--- config.mk ---
export PLATFORM = sky130hd
export DESIGN_NAME = errwin_freq_ctrl
export DESIGN_NICKNAME = d
export VERILOG_FILES = /design/src/rtl/errwin_pkg.sv /design/src/rtl/errwin_subcnt.sv /design/src/rtl/errwin_band.sv /design/src/rtl/errwin_freq_ctrl.sv
export SDC_FILE = /design/constraint.sdc
export NUM_CORES = 1
export LEC_CHECK = 0
export BUFFER_PORTS_ARGS = -buffer_cell sky130_fd_sc_hd__buf_2
export CAP_MARGIN = 25
export CORE_ASPECT_RATIO = 0.9
export CORE_UTILIZATION = 55
export CTS_CLUSTER_SIZE = 28
export DETAILED_ROUTE_END_ITERATION = 8
export HOLD_SLACK_MARGIN = 0.15
export PLACE_DENSITY_LB_ADDON = 0.05
export SLEW_MARGIN = 0
export SYNTH_ARGS = -nofsm -noshare
export SYNTH_HDL_FRONTEND = slang
export SYNTH_SLANG_ARGS = --single-unit
--- constraint.sdc ---
create_clock -name clk -period 14.7 [get_ports clk]
set_input_delay 1.47 -clock clk [delete_from_list [all_inputs] [get_ports clk]]
set_output_delay 1.47 -clock clk [all_outputs]
set_load 0.02 [all_outputs]
--- src/rtl/errwin_pkg.sv ---
package errwin_pkg;

    typedef enum logic [1:0] {
        ST_RUN    = 2'd0,
        ST_DROP   = 2'd1,
        ST_RELOCK = 2'd2
    } ctl_state_t;

    typedef enum logic [2:0] {
        ACT_HOLD      = 3'd0,
        ACT_UP_FINE   = 3'd1,
        ACT_UP_COARSE = 3'd2,
        ACT_DN_FINE   = 3'd3,
        ACT_DN_COARSE = 3'd4
    } step_act_t;

endpackage

--- src/rtl/errwin_subcnt.sv ---
module errwin_subcnt #(
    parameter int CNT_W = 15
) (
    input  logic             clk,
    input  logic             rst_n,
    input  logic             inc,
    input  logic             clr,
    output logic [CNT_W-1:0] cnt
);
    localparam logic [CNT_W-1:0] CNT_MAX = {CNT_W{1'b1}};

    always_ff @(posedge clk) begin
        if (!rst_n) begin
            cnt <= '0;
        end else if (clr) begin
            cnt <= '0;
        end else if (inc && (cnt != CNT_MAX)) begin
            cnt <= cnt + 1'b1;
        end
    end

    AST_NO_OVERFLOW: assert property (@(posedge clk) disable iff (!rst_n)
        (cnt == CNT_MAX && inc && !clr) |=> (cnt == CNT_MAX));
    AST_CLEAR_ZERO: assert property (@(posedge clk) disable iff (!rst_n)
        clr |=> (cnt == '0));

endmodule

--- src/rtl/errwin_band.sv ---
module errwin_band
    import errwin_pkg::*;
#(
    parameter int SUM_W = 18
) (
    input  logic [SUM_W-1:0] sum,
    input  logic [SUM_W-1:0] thr_dn_far,
    input  logic [SUM_W-1:0] thr_dn,
    input  logic [SUM_W-1:0] thr_up,
    input  logic [SUM_W-1:0] thr_up_far,
    output step_act_t        act
);
    always_comb begin
        if (sum > thr_up_far) begin
            act = ACT_UP_COARSE;
        end else if (sum > thr_up) begin
            act = ACT_UP_FINE;
        end else if (sum < thr_dn_far) begin
            act = ACT_DN_COARSE;
        end else if (sum < thr_dn) begin
            act = ACT_DN_FINE;
        end else begin
            act = ACT_HOLD;
        end
    end

endmodule

--- src/rtl/errwin_freq_ctrl.sv ---
module errwin_freq_ctrl
    import errwin_pkg::*;
#(
    parameter int SUB_LEN     = 20000,
    parameter int NUM_SUB     = 5,
    parameter int CNT_W       = 15,
    parameter int PER_W       = 16,
    parameter int PER_MAX     = 1000,
    parameter int PHASE_LIM   = 300,
    parameter int STEP_FINE   = 4,
    parameter int STEP_COARSE = 20,
    localparam int SUM_W      = CNT_W + $clog2(NUM_SUB + 1)
) (
    input  logic             clk,
    input  logic             rst_n,
    input  logic             err_pulse,
    input  logic             lock_main,
    input  logic             lock_shift,
    input  logic [SUM_W-1:0] thr_dn_far,
    input  logic [SUM_W-1:0] thr_dn,
    input  logic [SUM_W-1:0] thr_up,
    input  logic [SUM_W-1:0] thr_up_far,
    input  logic [SUM_W-1:0] err_cap,
    output logic [PER_W-1:0] period,
    output logic [PER_W-1:0] phase,
    output logic             retune,
    output logic             stall
);
    localparam int TICK_W = (SUB_LEN > 1) ? $clog2(SUB_LEN) : 1;
    localparam int PTR_W  = (NUM_SUB > 1) ? $clog2(NUM_SUB) : 1;
    localparam logic [TICK_W-1:0] TICK_LAST = TICK_W'(SUB_LEN - 1);
    localparam logic [PTR_W-1:0]  PTR_LAST  = PTR_W'(NUM_SUB - 1);
    localparam logic [PER_W:0]    MAX_X     = (PER_W+1)'(PER_MAX);
    localparam logic [PER_W:0]    FLOOR_X   = (PER_W+1)'(PER_MAX - PHASE_LIM);
    localparam logic [PER_W:0]    FINE_X    = (PER_W+1)'(STEP_FINE);
    localparam logic [PER_W:0]    COARSE_X  = (PER_W+1)'(STEP_COARSE);

    ctl_state_t state, state_nxt;
    logic [TICK_W-1:0] tick;
    logic [PTR_W-1:0]  cur, nxt;
    logic [NUM_SUB-1:0] inc_vec, clr_vec;
    logic [CNT_W-1:0]  cnt_arr [NUM_SUB];
    logic [SUM_W-1:0]  sum;
    logic              at_sample, cap_fire, rotate;
    step_act_t         band_act, act;
    logic [PER_W:0]    step_x, up_x, dn_x;
    logic [PER_W-1:0]  per_nxt;
    logic              per_change;

    // ---------------- sub-window history ----------------
    assign at_sample = (tick == TICK_LAST);
    assign cap_fire  = (state == ST_RUN) && (sum >= err_cap);
    assign rotate    = at_sample || cap_fire;
    assign nxt       = (cur == PTR_LAST) ? '0 : cur + 1'b1;

    for (genvar gi = 0; gi < NUM_SUB; gi++) begin : g_sub
        assign inc_vec[gi] = err_pulse && (cur == PTR_W'(gi));
        assign clr_vec[gi] = rotate && (nxt == PTR_W'(gi));
        errwin_subcnt #(.CNT_W(CNT_W)) i_subcnt (
            .clk   (clk),
            .rst_n (rst_n),
            .inc   (inc_vec[gi]),
            .clr   (clr_vec[gi]),
            .cnt   (cnt_arr[gi])
        );
    end

    always_comb begin
        sum = '0;
        for (int k = 0; k < NUM_SUB; k++) begin
            sum = sum + SUM_W'(cnt_arr[k]);
        end
    end

    always_ff @(posedge clk) begin
        if (!rst_n) begin
            tick <= '0;
            cur  <= '0;
        end else if (rotate) begin
            tick <= '0;
            cur  <= nxt;
        end else begin
            tick <= tick + 1'b1;
        end
    end

    // ---------------- grading and period arithmetic ----------------
    errwin_band #(.SUM_W(SUM_W)) i_band (
        .sum        (sum),
        .thr_dn_far (thr_dn_far),
        .thr_dn     (thr_dn),
        .thr_up     (thr_up),
        .thr_up_far (thr_up_far),
        .act        (band_act)
    );

    always_comb begin
        if (cap_fire) begin
            act = ACT_UP_COARSE;
        end else if ((state == ST_RUN) && at_sample) begin
            act = band_act;
        end else begin
            act = ACT_HOLD;
        end
    end

    always_comb begin
        step_x = ((act == ACT_UP_COARSE) || (act == ACT_DN_COARSE)) ? COARSE_X : FINE_X;
        up_x   = {1'b0, period} + step_x;
        dn_x   = {1'b0, period} - step_x;
        unique case (act)
            ACT_UP_FINE, ACT_UP_COARSE:
                per_nxt = (up_x > MAX_X) ? MAX_X[PER_W-1:0] : up_x[PER_W-1:0];
            ACT_DN_FINE, ACT_DN_COARSE:
                per_nxt = ({1'b0, period} < (FLOOR_X + step_x)) ? FLOOR_X[PER_W-1:0]
                                                                : dn_x[PER_W-1:0];
            default:
                per_nxt = period;
        endcase
        per_change = (per_nxt != period);
    end

    // ---------------- state register ----------------
    always_ff @(posedge clk) begin
        if (!rst_n) begin
            state <= ST_RUN;
        end else begin
            state <= state_nxt;
        end
    end

    always_comb begin
        state_nxt = state;
        unique case (state)
            ST_RUN:    if (per_change)               state_nxt = ST_DROP;
            ST_DROP:   if (!(lock_main && lock_shift)) state_nxt = ST_RELOCK;
            ST_RELOCK: if (lock_main && lock_shift)    state_nxt = ST_RUN;
            default:                                 state_nxt = ST_RUN;
        endcase
    end

    // ---------------- outputs ----------------
    always_ff @(posedge clk) begin
        if (!rst_n) begin
            period <= PER_W'(PER_MAX);
            phase  <= '0;
            retune <= 1'b0;
        end else begin
            period <= per_nxt;
            phase  <= PER_W'(PER_MAX) - per_nxt;
            retune <= per_change;
        end
    end

    assign stall = (state != ST_RUN);

    AST_PERIOD_RANGE: assert property (@(posedge clk) disable iff (!rst_n)
        ({1'b0, period} >= FLOOR_X) && ({1'b0, period} <= MAX_X));
    AST_PHASE_TRACK: assert property (@(posedge clk) disable iff (!rst_n)
        (PER_W'(period + phase) == PER_W'(PER_MAX)));
    AST_RETUNE_PULSE: assert property (@(posedge clk) disable iff (!rst_n)
        retune |=> !retune);
    AST_RETUNE_STALL: assert property (@(posedge clk) disable iff (!rst_n)
        retune |-> stall);
    AST_FROZEN_STALL: assert property (@(posedge clk) disable iff (!rst_n)
        stall |=> $stable(period));
    AST_ONE_CLEAR: assert property (@(posedge clk) disable iff (!rst_n)
        $onehot0(clr_vec));

endmodule

# Word-level counts from Yosys, hierarchy flattened
# Index checks and enable logic that the tools add are counted.
[totals]
input_bits = 95
ff_bits = 128
elab_cells = 106
out_inout_bits = 34
[op_classes]
bitwise_logic = 1
eq_ne = 24
add_sub_neg = 15
n_reduce_logical = 33
order_cmp = 7
n_mux = 15
[ops]
columns = ["cell", "count"]
rows = [
  ["$add A15 B1 Y15 const B", 6],
  ["$ne A15 B15 Y1 const B", 5],
  ["$gt A18 B18 Y1", 2],
  ["$lt A18 B18 Y1", 2],
  ["$mux W16", 2],
  ["$pmux W16 S2", 1],
  ["$add A17 B15 Y18", 1],
  ["$add A18 B15 Y18", 1],
  ["$eq A3 B2 Y1 const B", 6],
  ["$ge A18 B18 Y1", 1],
  ["$logic_and A1 B1 Y1", 18],
  ["$mux W3", 6],
  ["$add A16 B15 Y17", 1],
  ["$add A16 B5 Y17", 1],
  ["$gt A17 B10 Y1 const B", 1],
  ["$add A15 B15 Y16", 1],
  ["$lt A16 B11 Y1", 1],
  ["$ne A16 B16 Y1", 1],
  ["$reduce_or A2 Y1", 8],
  ["$sub A10 B16 Y16 const A", 1],
  ["$sub A16 B5 Y16", 1],
  ["$eq A15 B15 Y1 const B", 1],
  ["$add A10 B5 Y11 const A", 1],
  ["$eq A3 B1 Y1 const B", 3],
  ["other kinds (14)", 23],
]

# Logic depth before layout (Yosys ltp)
[logic_depth]
depth_word = 21
depth_mapped = 43
mapped_depth_nobuf = 42

# Cells and area by module
# From an unflattened synthesis, not the netlist that was laid out.
[unflattened]
hier_cells = 1441
area_unflattened_um2 = 11688.7
[modules_own_cells]
columns = ["mod", "cells_each", "n_inst", "area_per_inst_um2", "seq_area_each_um2"]
rows = [
  ["errwin_freq_ctrl", 764, 1, 6023.3, 1041.0],
  ["errwin_subcnt", 86, 5, 769.5, 300.3],
  ["errwin_band", 247, 1, 1818.0, 0.0],
]

# Least setup slack after synthesis
# Ideal clock, no wire load.
[synth_path]
path_kind = "register to register"
start = "register g_sub[2].i_subcnt.cnt[1]"
end = "register phase[12]"
path_buffers = 2
synth_period_minus_slack_ps = 8950
setup_slack_ps = 5750
arrival_ps = 8827
setup_ps = 123
path_stages_with_launch = 41
t_required_ps = 14577
cell_sequence = "dfxtp_1 > inv_1 > fa_1 > fa_1 > fa_1 > inv_1 > ha_1 > fa_1 > a21o_1 > a21oi_1 > o21bai_1 > a21oi_1 > o21bai_1 > a21oi_1 > o21bai_1 > a21oi_1 > o21ai_0 > a21o_1 > (+5 left out) > nor2_1 > or2_2 > a21oi_1 > o21ai_0 > ha_1 > clkbuf_1 > a21oi_1 > nor4_1 > mux2i_1 > o311a_1 > o31a_1 > clkbuf_1 > a21oi_1 > a2bb2oi_1 > o21bai_1 > nand3_2 > nand2b_1 > mux2_1"
[synth_via]
elab_chain_cells = 18
elab_cells_between_ends = 32
cone_classes = "add/sub (7); order compare (7); eq/ne (4); mux (10); reduce/logical (4)"
[synth_rtl]
columns = ["element", "line", "source"]
rows = [
  ["start, declared", "errwin_subcnt.sv:8", "output logic [CNT_W-1:0] cnt"],
  ["start signal, assigned", "errwin_subcnt.sv:18", "cnt <= cnt + 1'b1;"],
  ["$add A16 B15 Y17 *", "errwin_freq_ctrl.sv:71", "sum = sum + SUM_W'(cnt_arr[k]);"],
  ["$add A17 B15 Y18 *", "errwin_freq_ctrl.sv:71", ""],
  ["$add A18 B15 Y18 *", "errwin_freq_ctrl.sv:71", ""],
  ["$lt A18 B18 Y1", "errwin_band.sv:20", "end else if (sum < thr_dn) begin"],
  ["$mux W2", "errwin_band.sv:20", ""],
  ["$mux W3", "errwin_band.sv:18", "end else if (sum < thr_dn_far) begin"],
  ["$mux W3", "errwin_band.sv:16", "end else if (sum > thr_up) begin"],
  ["$mux W3", "errwin_band.sv:14", "if (sum > thr_up_far) begin"],
  ["(+2 left out)", "-", ""],
  ["$eq A3 B2 Y1 / $eq A3 B3 Y1 (equally long branches)", "errwin_freq_ctrl.sv:108, errwin_freq_ctrl.sv:111", ""],
  ["$logic_or A1 B1 Y1", "errwin_freq_ctrl.sv:108", "step_x = ((act == ACT_UP_COARSE) || (act == ACT_DN_COARSE)) ? COARSE_X : FINE_X;"],
  ["$mux W5", "errwin_freq_ctrl.sv:108", ""],
  ["$add A16 B5 Y17 / $add A10 B5 Y11 (equally long branches)", "errwin_freq_ctrl.sv:109, errwin_freq_ctrl.sv:115", ""],
  ["$gt A17 B10 Y1 / $lt A16 B11 Y1 (equally long branches)", "errwin_freq_ctrl.sv:113, errwin_freq_ctrl.sv:115", ""],
  ["$mux W16, on equally long branches", "errwin_freq_ctrl.sv:113, errwin_freq_ctrl.sv:115", ""],
  ["$pmux W16 S2 *", "errwin_freq_ctrl.sv:111", "unique case (act)"],
  ["$sub A10 B16 Y16 *", "errwin_freq_ctrl.sv:150", "phase <= PER_W'(PER_MAX) - per_nxt;"],
  ["end signal, assigned", "errwin_freq_ctrl.sv:150", ""],
  ["end, declared", "errwin_freq_ctrl.sv:25", "output logic [PER_W-1:0] phase,"],
]
# Every way passes the cells marked *; elsewhere a longest branch is shown, timed or not.
# A chain may end at the register's enable or synchronous reset.

# Final worst setup path
[layout_path]
start = "register g_sub[2].i_subcnt.cnt[2]"
end = "register phase[12]"
# The elaborated chain is that of the path after synthesis.

==> key figures <==
Routing
  – Metal-1 WL: 12900 µm
  – Met3 routed WL: 1910 µm
  – Vias: 9400
  – Pre-Repair DR Iteration Count: 5
  – Via/cell ratio: 5.45
  – Initial drt markers: 567
  – Drt total wl: 27000 µm
  – Wire length per cell: 15.6 µm
  – DRC violations left: 0
  – Met2 WL: 11700 µm
  – Top Layer Used: met4
  – Detail Route Antenna Nets: 0

Timing
  – Tmin final: 10120 ps
  – RSZ-0062 raised after global routing: false
  – Period utilization: 68.8%
  – Worst-Margin Slew: 906 ps
  – Fin worst setup slack: 4580 ps
  – # setup viols final: 0
  – Layout Skew: 12.0 ps
  – Slew HR: 38.7%
  – Maximum clock frequency: 98.9 MHz
  – Slew Limit Fails: 0
  – Final hold viol count: 0
  – Setup TNS Final: 0 ps

Layout
  – Layout cells sized above 1: 12.0%
  – N_diodes: 0
  – Nets: 1727
  – # fillers: 1693
  – Final instance area: 0.0120 mm²
  – Reg area: 0.00254 mm²
  – Area occupied by multi-input gates: 0.00703 mm²
  – Layout Area Growth over Synthesis: 13.9%
  – Cell Count, Final, Fillers Out: 1724

Die
  – Die Wd: 148 µm
  – Die Y: 133 µm
  – Row count: 47
  – Die Area: 0.0198 mm²
  – CORE AREA: 0.0186 mm²
  – # IOs: 129
  – Starting Density: 56.9%

Critical path
  – FF-to-FF path depth: 39
  – Slowest stage delay, CP: 570 ps
  – R2r startpoint: g_sub[2].i_subcnt.cnt[2]$_SDFFE_PP0P_
  – Reg-to-reg slack, setup: 4580 ps
  – Worst Setup End Kind: flip-flop
  – Reg2Reg Capture Point: phase[12]$_SDFF_PN0_
  – Critical Path Most Common Cell: a21oi_1
  – Critical Path RT: 15010 ps
  – WP data arrival: 10420 ps
  – Slowest cell on the critical path: fa_1
  – Crit Path Class: flip-flop to flip-flop
  – Worst Path Max Fanout: 11
  – CP Launch Type: flip-flop

Yosys
  – Net Count, Synth: 1599
  – Cells after Synth: 1338
  – Post-synth ARST share: 0%
  – Seq/Total Area, Yosys: 24.1%
  – Flops & latches, synth: 127
  – Area leader, netlist: dfxtp_1
  – Yosys Warn Count: 0
  – Number of synthesized flops with an enable pin: 0
  – Post-synthesis xor/xnor area fraction: 8.04%
  – Synth Area in Adders: 22.8%
  – Synth area leaders: dfxtp_1 (24%), ha_1 (14%), inv_1 (8.5%)
  – Post-synthesis cell area: 0.0106 mm²
  – Top_reg_cell synth: dfxtp_1
  – Largest family of logic cells by synthesized area: adder cells
  – Yosys cell types: 71
  – Mux cell area share after synthesis: 0.391%
  – Mean Syn Cell Area: 7.90 µm²
  – Synth Area in Compound Gates: 14.3%
  – Top cell type's share of synthesized area: 24.1%
  – Post-synthesis simple-gate area fraction: 21.0%

Clocking
  – Clk Latency, worst-skew pair: 420 ps
  – Cts bufs inserted: 17
  – Htree depth: 4
  – Clk sinks: 127
  – CTS tree: built
  – Clock root cell: clkbuf_16
  – Post-cts sizing count: 0
  – Post-CTS Hold Buffers: 0
  – Clock slew seen by the registers of the worst setup and hold paths: 60 ps
  – Clock buffer depth: 2
  – Post-CTS Setup Repair Bufs: 0

Place
  – Placer Congestion: 0.920
  – DP Worst Slack: 4700 ps
  – I/O Buffers: 128
  – Placed cell areas: 0.0114 mm²
  – Placed cell count: 1692
  – Dpl hpwl: 21700 µm

Min path
  – Hold crit path type: flip-flop to flip-flop
  – Hold wc startpoint: tick[0]$_SDFF_PP0_
  – Hold endpoint: tick[0]$_SDFF_PP0_
  – Hold Path Cell Cnt: 1

Global routing
  – Initial antenna violation count: 0
  – GRT Total Usage: 28.6%
  – Vias in the first global route: 8943
  – Largest net degree at the start of global routing: 24
  – First-pass GRT wire length: 44500 µm
  – Congestion Overflow GR: 0

Status
  – Run status: completed

Pwr
  – Pleak: 5.86 nW
  – P per Cell Area: 68.4 mW/mm²
  – Max VDD drop: 108 µV

Flow run
  – Maxcap violations: 0
[registers in the layout, indices dropped and copies added (netlist names)]
register / flops
cur: 3
g_sub.i_subcnt.cnt: 75
period: 16
phase: 15
retune: 1
state: 2
tick: 15
[worst max path at each step]
| stage | to | startpoint | slack (ps) | cells past startpoint |
|---|---|---|---|---|
| after floorplan | phase[12]$_SDFF_PN0_ | g_sub[2].i_subcnt.cnt[1]$_SDFFE_PP0P_ | 5750 | 40 |
| after global placement | phase[12]$_SDFF_PN0_ | g_sub[2].i_subcnt.cnt[2]$_SDFFE_PP0P_ | 4940 | 39 |
| after detailed placement | phase[12]$_SDFF_PN0_ | g_sub[2].i_subcnt.cnt[1]$_SDFFE_PP0P_ | 4700 | 38 |
| after CTS | phase[12]$_SDFF_PN0_ | g_sub[2].i_subcnt.cnt[2]$_SDFFE_PP0P_ | 4660 | 39 |
| after global routing | phase[12]$_SDFF_PN0_ | g_sub[2].i_subcnt.cnt[1]$_SDFFE_PP0P_ | 3780 | 38 |
| final | phase[12]$_SDFF_PN0_ | g_sub[2].i_subcnt.cnt[2]$_SDFFE_PP0P_ | 4580 | 39 |
[per-layer routing]
metal  up-vias  GRT usage, %
met3        40          5.82
met5         -             0
met4         0          7.45
met2       313          44.3
li1       4751             -
met1      4296          40.5
[logic make-up after synthesis]
group,Yosys count
XOR/XNOR,97
adder cells (fa/ha/maj),166
AO/OA/AOI/OAI,224
multiplexers,4
flip-flops,127
buffers and inverters,263
AND/OR/NAND/NOR,457
[report_power, final]
| group | switching, mW | internal [mW] | total, mW |
|---|---|---|---|
| combinational | 0.0300 | 0.0226 | 0.0526 |
| sequential | 0.00138 | 0.346 | 0.347 |
| clock | 0.163 | 0.260 | 0.423 |
[area by class of cell]
type                            instances  area share [%]
Multi-Input combinational cell        948            58.4
Sequential cell                       127            21.1
Inverter                              241            7.52
Timing Repair Buffer                  131            5.51
Clock buffer                           21            3.83
Tap cell                              245            2.55
Clock inverter                         11            1.06
[cells in the mapped netlist (all sizes together) (24+ instances only)]
cell,n
a21oi,60
dfxtp,127
fa,44
ha,122
inv,241
nand2,113
nand3,30
nand4,32
nor2,149
nor3,29
o21ai,46
xnor2,73
xor2,24
[worst max-delay path: cells and delay by family, from the launching register on]
kind,cells,cell delay [ps]
AND/OR/NAND/NOR,3,800
buffers and inverters,4,260
flip-flops,1,360
multiplexers,1,320
adder cells (fa/ha/maj),6,2750
AO/OA/AOI/OAI,23,5000
XOR/XNOR,2,500
[per-stage QoR]
| stage | power [mW] | utilization [%] | hold WS (ps) |
|---|---|---|---|
| 3_3_place_gp | 0.406 | 61.6 | 443 |
| 3_5_place_dp | 0.407 | 61.6 | 457 |
| 2_1_floorplan | 0.383 | - | 426 |
| 6_report | 0.823 | 64.8 | 467 |
| 5_1_grt | 0.853 | 64.8 | 499 |
| 4_1_cts | 0.830 | 64.8 | 473 |
[cell usage in the layout, fill, tap and decap left out, types with 9 or more instances in the layout]
master,n
a211oi_1,15
buf_2,128
nand4_1,31
nor2_1,149
o21ai_0,33
nor3_1,29
fa_1,44
and2_1,13
a31oi_1,9
inv_1,240
nand2_1,113
nor4_1,11
nand3_1,29
clkbuf_16,17
nand2b_1,11
or3_1,13
and4_1,10
o21bai_1,9
a21oi_1,60
o21ai_1,12
and3_1,18
ha_1,122
xnor2_1,73
dfxtp_1,127
xor2_1,24
a21o_1,14
Power figures use the tool's default switching activity.
